$ cat src/rtl/qa_wdog_pkg.sv
package qa_wdog_pkg;

    typedef enum logic [2:0] {
        WS_INIT   = 3'd0,
        WS_CLOSED = 3'd1,
        WS_OPEN   = 3'd2,
        WS_RESET  = 3'd3,
        WS_OFF    = 3'd4
    } wd_state_t;

    // Window period in milliseconds for a 4-bit code
    function automatic logic [10:0] period_ms(input logic [3:0] code);
        logic [10:0] ms;
        unique case (code)
            4'd0:    ms = 11'd1;
            4'd1:    ms = 11'd2;
            4'd2:    ms = 11'd3;
            4'd3:    ms = 11'd4;
            4'd4:    ms = 11'd6;
            4'd5:    ms = 11'd8;
            4'd6:    ms = 11'd12;
            4'd7:    ms = 11'd16;
            4'd8:    ms = 11'd24;
            4'd9:    ms = 11'd32;
            4'd10:   ms = 11'd64;
            4'd11:   ms = 11'd128;
            4'd12:   ms = 11'd256;
            4'd13:   ms = 11'd512;
            default: ms = 11'd1024;
        endcase
        return ms;
    endfunction

endpackage

$ cat src/rtl/qa_wdog_half_lut.sv
module qa_wdog_half_lut #(
    parameter int CNT_W = 11
) (
    input  logic [3:0]       sel,
    output logic [CNT_W-1:0] half_ticks
);
    import qa_wdog_pkg::*;

    always_comb begin
        half_ticks = CNT_W'(period_ms(sel));
    end

    // a half never has zero length
    always_comb begin
        assert_half_nonzero_R1: assert (half_ticks != '0);
    end
endmodule

$ cat src/rtl/qa_wdog_sat_cnt.sv
module qa_wdog_sat_cnt #(
    parameter int W = 8
) (
    input  logic         clk,
    input  logic         rst_n,
    input  logic         inc,
    output logic [W-1:0] count
);
    localparam logic [W-1:0] CMAX = '1;

    always_ff @(posedge clk or negedge rst_n) begin
        if (!rst_n)
            count <= '0;
        else if (inc && count != CMAX)
            count <= count + W'(1);
    end

    assert_count_step_R7: assert property (@(posedge clk) disable iff (!rst_n)
        (inc && count != CMAX) |=> (count == $past(count) + W'(1)));

    assert_count_hold_R7: assert property (@(posedge clk) disable iff (!rst_n)
        (!inc) |=> $stable(count));
endmodule

$ cat src/rtl/qa_wdog_fsm.sv
module qa_wdog_fsm
    import qa_wdog_pkg::*;
#(
    parameter int CNT_W      = 11,
    parameter int INIT_TICKS = 512,
    parameter int RST_TICKS  = 4
) (
    input  logic             clk,
    input  logic             rst_n,
    input  logic             armed,
    input  logic             inhibit,
    input  logic             tick,
    input  logic             refresh,
    input  logic             answer_ok,
    input  logic [CNT_W-1:0] half_ticks,
    output logic             apply_sel,
    output logic             wd_inc,
    output logic             rst_inc,
    output logic             good_o,
    output logic             bad_o,
    output logic             irq_o,
    output logic             window_open,
    output logic             reset_req
);
    localparam logic [CNT_W-1:0] INIT_LAST = CNT_W'(INIT_TICKS - 1);
    localparam logic [CNT_W-1:0] RST_LAST  = CNT_W'(RST_TICKS - 1);

    wd_state_t        state, nxt;
    logic [CNT_W-1:0] cnt, ncnt;
    logic             good_n, bad_n, irq_n;
    logic             half_end;

    assign half_end = tick && (cnt >= half_ticks - CNT_W'(1));

    // Next-state and event decode
    always_comb begin
        nxt       = state;
        ncnt      = cnt;
        good_n    = 1'b0;
        bad_n     = 1'b0;
        irq_n     = 1'b0;
        wd_inc    = 1'b0;
        rst_inc   = 1'b0;
        apply_sel = 1'b0;
        if (!armed) begin
            nxt = state;
        end else if (inhibit) begin
            nxt  = WS_OFF;
            ncnt = '0;
        end else begin
            unique case (state)
                WS_INIT: begin
                    if (refresh) begin
                        ncnt = '0;
                        if (answer_ok) begin
                            good_n    = 1'b1;
                            apply_sel = 1'b1;
                            nxt       = WS_CLOSED;
                        end else begin
                            bad_n   = 1'b1;
                            rst_inc = 1'b1;
                            nxt     = WS_RESET;
                        end
                    end else if (tick) begin
                        if (cnt >= INIT_LAST) begin
                            rst_inc = 1'b1;
                            nxt     = WS_RESET;
                            ncnt    = '0;
                        end else begin
                            ncnt = cnt + CNT_W'(1);
                        end
                    end
                end
                WS_CLOSED: begin
                    if (refresh) begin
                        bad_n     = 1'b1;
                        irq_n     = 1'b1;
                        wd_inc    = 1'b1;
                        apply_sel = 1'b1;
                        ncnt      = '0;
                    end else if (half_end) begin
                        nxt  = WS_OPEN;
                        ncnt = '0;
                    end else if (tick) begin
                        ncnt = cnt + CNT_W'(1);
                    end
                end
                WS_OPEN: begin
                    if (refresh || half_end) begin
                        apply_sel = 1'b1;
                        nxt       = WS_CLOSED;
                        ncnt      = '0;
                        if (refresh && answer_ok) begin
                            good_n = 1'b1;
                        end else begin
                            bad_n  = 1'b1;
                            irq_n  = 1'b1;
                            wd_inc = 1'b1;
                        end
                    end else if (tick) begin
                        ncnt = cnt + CNT_W'(1);
                    end
                end
                WS_RESET: begin
                    if (tick) begin
                        if (cnt >= RST_LAST) begin
                            nxt  = WS_INIT;
                            ncnt = '0;
                        end else begin
                            ncnt = cnt + CNT_W'(1);
                        end
                    end
                end
                WS_OFF: begin
                    apply_sel = 1'b1;
                    nxt       = WS_CLOSED;
                    ncnt      = '0;
                end
                default: begin
                    nxt  = WS_INIT;
                    ncnt = '0;
                end
            endcase
        end
    end

    // State register
    always_ff @(posedge clk or negedge rst_n) begin
        if (!rst_n) begin
            state <= WS_INIT;
            cnt   <= '0;
        end else begin
            state <= nxt;
            cnt   <= ncnt;
        end
    end

    // Output register for event pulses
    always_ff @(posedge clk or negedge rst_n) begin
        if (!rst_n) begin
            good_o <= 1'b0;
            bad_o  <= 1'b0;
            irq_o  <= 1'b0;
        end else begin
            good_o <= good_n;
            bad_o  <= bad_n;
            irq_o  <= irq_n;
        end
    end

    assign window_open = (state == WS_INIT) || (state == WS_OPEN);
    assign reset_req   = (state == WS_RESET);

    assert_closed_write_bad_R3: assert property (@(posedge clk) disable iff (!rst_n)
        (armed && !inhibit && state == WS_CLOSED && refresh) |=> (bad_o && !good_o));

    assert_restart_closed_R4: assert property (@(posedge clk) disable iff (!rst_n)
        (armed && !inhibit && (state == WS_CLOSED || state == WS_OPEN) && refresh)
        |=> (!window_open && !reset_req));

    assert_init_fail_reset_R6: assert property (@(posedge clk) disable iff (!rst_n)
        (armed && !inhibit && state == WS_INIT && refresh && !answer_ok)
        |=> (reset_req && !irq_o));

    assert_open_good_R5: assert property (@(posedge clk) disable iff (!rst_n)
        (armed && !inhibit && state == WS_OPEN && refresh && answer_ok)
        |=> (good_o && !bad_o && !irq_o));

    assert_inhibit_quiet_R10: assert property (@(posedge clk) disable iff (!rst_n)
        (armed && inhibit) |=> (!good_o && !bad_o && !reset_req && !window_open));

    assert_irq_single_R7: assert property (@(posedge clk) disable iff (!rst_n)
        irq_o |=> !irq_o || $past(refresh) || $past(tick));
endmodule

$ cat src/rtl/qa_wdog.sv
module qa_wdog #(
    parameter int CNT_W      = 11,
    parameter int ERR_W      = 8,
    parameter int INIT_TICKS = 512,
    parameter int RST_TICKS  = 4
) (
    input  logic             clk,
    input  logic             rst_n,
    input  logic             tick,
    input  logic             refresh,
    input  logic             answer_ok,
    input  logic [3:0]       period_sel,
    input  logic             wd_disable,
    input  logic             debug_strap,
    output logic             window_open,
    output logic             refresh_good,
    output logic             refresh_bad,
    output logic             irq,
    output logic             reset_req,
    output logic [ERR_W-1:0] wd_err_cnt,
    output logic [ERR_W-1:0] rst_err_cnt
);
    localparam logic [3:0] DEFAULT_SEL = 4'd2;

    logic             armed, strap_q, inhibit;
    logic [3:0]       active_sel;
    logic [CNT_W-1:0] half_ticks;
    logic             apply_sel, wd_inc, rst_inc;

    // Strap capture on the first clock after reset
    always_ff @(posedge clk or negedge rst_n) begin
        if (!rst_n) begin
            armed   <= 1'b0;
            strap_q <= 1'b0;
        end else if (!armed) begin
            armed   <= 1'b1;
            strap_q <= debug_strap;
        end
    end

    assign inhibit = wd_disable || strap_q;

    // Period in force, updated only at the restart points
    always_ff @(posedge clk or negedge rst_n) begin
        if (!rst_n)
            active_sel <= DEFAULT_SEL;
        else if (apply_sel)
            active_sel <= period_sel;
    end

    qa_wdog_half_lut #(.CNT_W(CNT_W)) u_lut (
        .sel        (active_sel),
        .half_ticks (half_ticks)
    );

    qa_wdog_fsm #(
        .CNT_W      (CNT_W),
        .INIT_TICKS (INIT_TICKS),
        .RST_TICKS  (RST_TICKS)
    ) u_fsm (
        .clk         (clk),
        .rst_n       (rst_n),
        .armed       (armed),
        .inhibit     (inhibit),
        .tick        (tick),
        .refresh     (refresh),
        .answer_ok   (answer_ok),
        .half_ticks  (half_ticks),
        .apply_sel   (apply_sel),
        .wd_inc      (wd_inc),
        .rst_inc     (rst_inc),
        .good_o      (refresh_good),
        .bad_o       (refresh_bad),
        .irq_o       (irq),
        .window_open (window_open),
        .reset_req   (reset_req)
    );

    qa_wdog_sat_cnt #(.W(ERR_W)) u_wd_err (
        .clk   (clk),
        .rst_n (rst_n),
        .inc   (wd_inc),
        .count (wd_err_cnt)
    );

    qa_wdog_sat_cnt #(.W(ERR_W)) u_rst_err (
        .clk   (clk),
        .rst_n (rst_n),
        .inc   (rst_inc),
        .count (rst_err_cnt)
    );

    // the period in force only moves at a restart point
    assert_sel_deferred_R8: assert property (@(posedge clk) disable iff (!rst_n)
        (!apply_sel) |=> $stable(active_sel));
endmodule

$ cat config.mk
export PLATFORM = sky130hd
export DESIGN_NAME = qa_wdog
export DESIGN_NICKNAME = d
export VERILOG_FILES = /design/src/rtl/qa_wdog_pkg.sv /design/src/rtl/qa_wdog_half_lut.sv /design/src/rtl/qa_wdog_sat_cnt.sv /design/src/rtl/qa_wdog_fsm.sv /design/src/rtl/qa_wdog.sv
export SDC_FILE = /design/constraint.sdc
export NUM_CORES = 1
export LEC_CHECK = 0
export BUFFER_PORTS_ARGS = -buffer_cell sky130_fd_sc_hd__buf_4
export CAP_MARGIN = 30
export CELL_PAD_IN_SITES_DETAIL_PLACEMENT = 1
export CELL_PAD_IN_SITES_GLOBAL_PLACEMENT = 1
export CORE_UTILIZATION = 40
export DETAILED_ROUTE_END_ITERATION = 6
export PLACE_DENSITY = 0.82
export SLEW_MARGIN = 20
export SYNTH_ARGS = -nofsm -noshare
export SYNTH_HDL_FRONTEND = slang
export SYNTH_SLANG_ARGS = --single-unit
$ cat constraint.sdc
create_clock -name clk -period 5.3 [get_ports clk]
set_clock_uncertainty 0.2 [all_clocks]
set_input_delay 0.795 -clock clk [delete_from_list [all_inputs] [get_ports clk]]
set_output_delay 0.795 -clock clk [all_outputs]
set_load 0.02 [all_outputs]
==> flow_summary.toml <==
[finish]
area_growth_syn_to_layout_pct = 13.4
layout-drive-gt1-share_pct = 16.9
finalCoreUtilization_pct = 48.3
insertedDiodeCount = 0
fin_nets = 385
design_area_sq_um = 3350

[setup_path]
crit_path_class = "register to register"
start_kind = "register"
worst_ep_required_time_ps = 5290
timing.critical_path.to_type = "register"
crit_arrival_ps = 4540
critical_path.max_fanout = 7

[placement]
area_after_dpl_sq_um = 3240
final_weighted_congestion_of_routability_driven_global_placement = 0.901
place_hpwl_mm = 5.93
portBuffers = 31

[timing]
final_max_slew_violation_count = 0
max-slew-margin-rel_pct = 61.4
post-route-min-period_ps = 4550
rsz0062_at_grt = "no"
tightest_slew_ps = 573
setup_viol = 0
clock.fmax_mhz = 220
fin_hold_ws_ps = 255
hold_violations = 0
setup-tns-final_ps = 0
layout_worst_path_cycle_share_pct = 85.9

[status]
outcome = "finished clean"

[die]
die_area_sq_um = 7730
starting_density_of_the_core_pct = 42.5
die-width_um = 87.9
ios = 32
core.rowCount = 30
die_h_um = 87.9
core_box_area_sq_um = 6940

[routing]
first_iter_violations = 136
drt_drc_violations_left = 0
vias = 2614
detail_route.first_pass.iterations = 4
wl_per_cell_um = 17.4
detailroute.wirelength.met3_um = 157
postRouteAntennaNets = 0
finalWirelength_mm = 7.85
wl_met1_mm = 3.68
vias_per_std_cell = 5.78
wl_met2_mm = 3.94
route.top_layer_used = "met4"

[clock_tree]
cts.sinks = 39
cts_buffers = 5
cts_tree = "yes"
ctsLongestPathBuffers = 2
ctsRootBufferMaster = "clkbuf_8"
cts.hold.buffers_added = 0
clock_insertion_delay_worst_skew_ps = 300
cts.repair_timing.setup_buffer_count = 0
cts.reportedPaths.clkPinSlew_ps = 90
postCtsResizedCells = 0
cts_h_tree_lvls = 2

[synthesis]
asyncSetResetFlopFracSynth_pct = 100
fraction_of_the_yosys_area_taken_by_sequential_cells_pct = 33.1
yosysUniqueCellTypes = 66
synth_fp_nets = 360
ys_ff_latch = 39
average_cell_area_after_synthesis_sq_um = 8.95
netlist_instances = 330
synth_edf_count = 0
summed_instance_area_of_the_synthesized_netlist_sq_um = 2950
synth-warning-count = 0
yosys_most_used_dff = "dfrtp_1"

[global_routing]
first_global_vias = 2718
globalRoute.totalOverflow = 0
global_route_wire_length_before_repair_mm = 13.2
grt_antenna_before_repair = 0
grt_util_all_layers_pct = 22.0
maximum_number_of_pins_on_one_net_before_global_route_repair = 40

[power_and_ir_drop]
vdd_drop_max_uv = 152
static-leakage-power_nw = 1.47
design_power_total_mw = 1.14
total_power_density_per_cell_area_nw_per_um2 = 340

[min_path]
hp-class = "primary input to async pin"

[flow_run]
max_cap_violations = 0
[Yosys cell counts, types with 2 or more instances]
cell type,instances,share of area [%]
o211ai_1,4,1.0
nor2_1,23,2.9
inv_1,10,1.3
and3_1,6,1.3
xnor2_1,11,3.3
a221o_1,2,0.68
nand3_1,11,1.9
o21ai_0,16,2.7
nor2b_1,8,1.7
nor3_2,2,0.68
a211oi_2,2,0.85
ha_1,19,8.0
nand2_1,36,4.6
buf_4,3,0.76
a21oi_1,18,3.0
nand4_1,7,1.5
a31oi_1,2,0.42
dfrtp_1,38,32
o21bai_1,2,0.51
o31a_1,3,0.89
xor2_1,5,1.5
nand3b_1,4,1.0
or3_1,7,1.5
o31ai_1,3,0.76
mux2_4,2,1.0
o22ai_1,4,0.85
a21o_1,4,1.0
nand2b_1,3,0.64
nor3_1,7,1.2
and2b_1,2,0.51
a311oi_1,2,0.59
and2_1,8,1.7
a32oi_1,2,0.59
a211oi_1,4,1.0
clkbuf_1,8,1.0
nor4_1,5,1.1
mux2_2,8,3.0
[layout by cell type (no fill, tap or decap), types with 7 or more instances in the layout]
| cell | synthesis | layout |
|---|---|---|
| buf_4 | 3 | 31 |
| dfrtp_1 | 38 | 38 |
| xnor2_1 | 11 | 11 |
| and2_1 | 8 | 8 |
| a21oi_1 | 18 | 18 |
| nor3_1 | 7 | 7 |
| nand3_1 | 11 | 11 |
| or3_1 | 7 | 7 |
| nand4_1 | 7 | 7 |
| nand2_1 | 36 | 36 |
| o21ai_0 | 16 | 16 |
| nor2_1 | 23 | 23 |
| ha_1 | 19 | 19 |
| mux2_2 | 8 | 8 |
| inv_1 | 10 | 10 |
| nor2b_1 | 8 | 8 |
[registers in the layout, summed over array words and instances, names as in the netlist]
register / count
u_fsm.cnt: 11
u_rst_err.count: 8
u_wd_err.count: 8
active_sel: 4
u_fsm.state: 3
armed: 1
strap_q: 1
u_fsm.bad_o: 1
u_fsm.good_o: 1
u_fsm.irq_o: 1
[logic make-up (layout without fill, tap and decap cells)]
group | Yosys count | in the layout | share of synthesized area [%]
flops | 39 | 39 | 33.1
xor+xnor | 16 | 16 | 4.74
compound gates | 86 | 86 | 21.8
fa+ha+maj | 19 | 19 | 8.05
buf+inv | 23 | 49 | 3.60
other cells | 1 | 1 | 0.127
mux | 11 | 11 | 4.41
simple gates | 135 | 135 | 24.2
[per-stage QoR]
step / instances / setup WS (ps)
6_report: 452 / 747
5_1_grt: 452 / 462
4_1_cts: 452 / 740
3_5_place_dp: 444 / 777
3_3_place_gp: 444 / 1050
2_1_floorplan: 330 / 1330
[final timing paths]
path                            cells past startpoint                           from  slack, ps                             to
worst max register to register                     16      active_sel[1]$_DFFE_PN1P_        750      active_sel[0]$_DFFE_PN0P_
worst min-delay path                                1                          rst_n        260       u_fsm.cnt[3]$_DFFE_PN0P_
worst min register to register                      1  u_wd_err.count[4]$_DFFE_PN0P_        300  u_wd_err.count[4]$_DFFE_PN0P_
max in group asynchronous                           1                          rst_n       4260      active_sel[1]$_DFFE_PN1P_
worst max-delay path                               16      active_sel[1]$_DFFE_PN1P_        750      active_sel[0]$_DFFE_PN0P_
min in group clk                                    1  u_wd_err.count[4]$_DFFE_PN0P_        300  u_wd_err.count[4]$_DFFE_PN0P_
[report_power, final]
group	internal (mW)	leakage, nW	switching [mW]
registers	0.326	0.524	0.0618
logic	0.208	0.892	0.284
clock network	0.140	0.0581	0.118
[worst max-delay path, stage by stage, from the launching register on]
cell      delay [ps]
dfstp_2          580
inv_1             70
ha_1             300
mux2_2           270
nand2_1           70
ha_1             180
o211ai_1         140
a31oi_1          260
nand2_1           80
a32oi_1          200
ha_1             180
nand4_1          190
nor3_2           240
or3_1            360
o21ai_1          230
a211oi_2         480
mux2_2           390
[area by class of cell]
cell class / count / area (sq um)
flip-flops and latches: 39 / 977
fillers: 818 / 3590
clock inverters: 3 / 43.8
inverters: 10 / 37.5
repair buffers: 31 / 233
clock buffers: 5 / 68.8
multi-input cells: 268 / 1870
well taps: 96 / 120
[routing by layer]
| layer | up-vias | GRT usage (%) |
|---|---|---|
| met5 | - | 0 |
| li1 | 1264 | - |
| met1 | 1308 | 29.6 |
| met2 | 36 | 37.1 |
| met4 | 0 | 5.22 |
| met3 | 6 | 3.49 |
(Power assumes the default switching activity.)
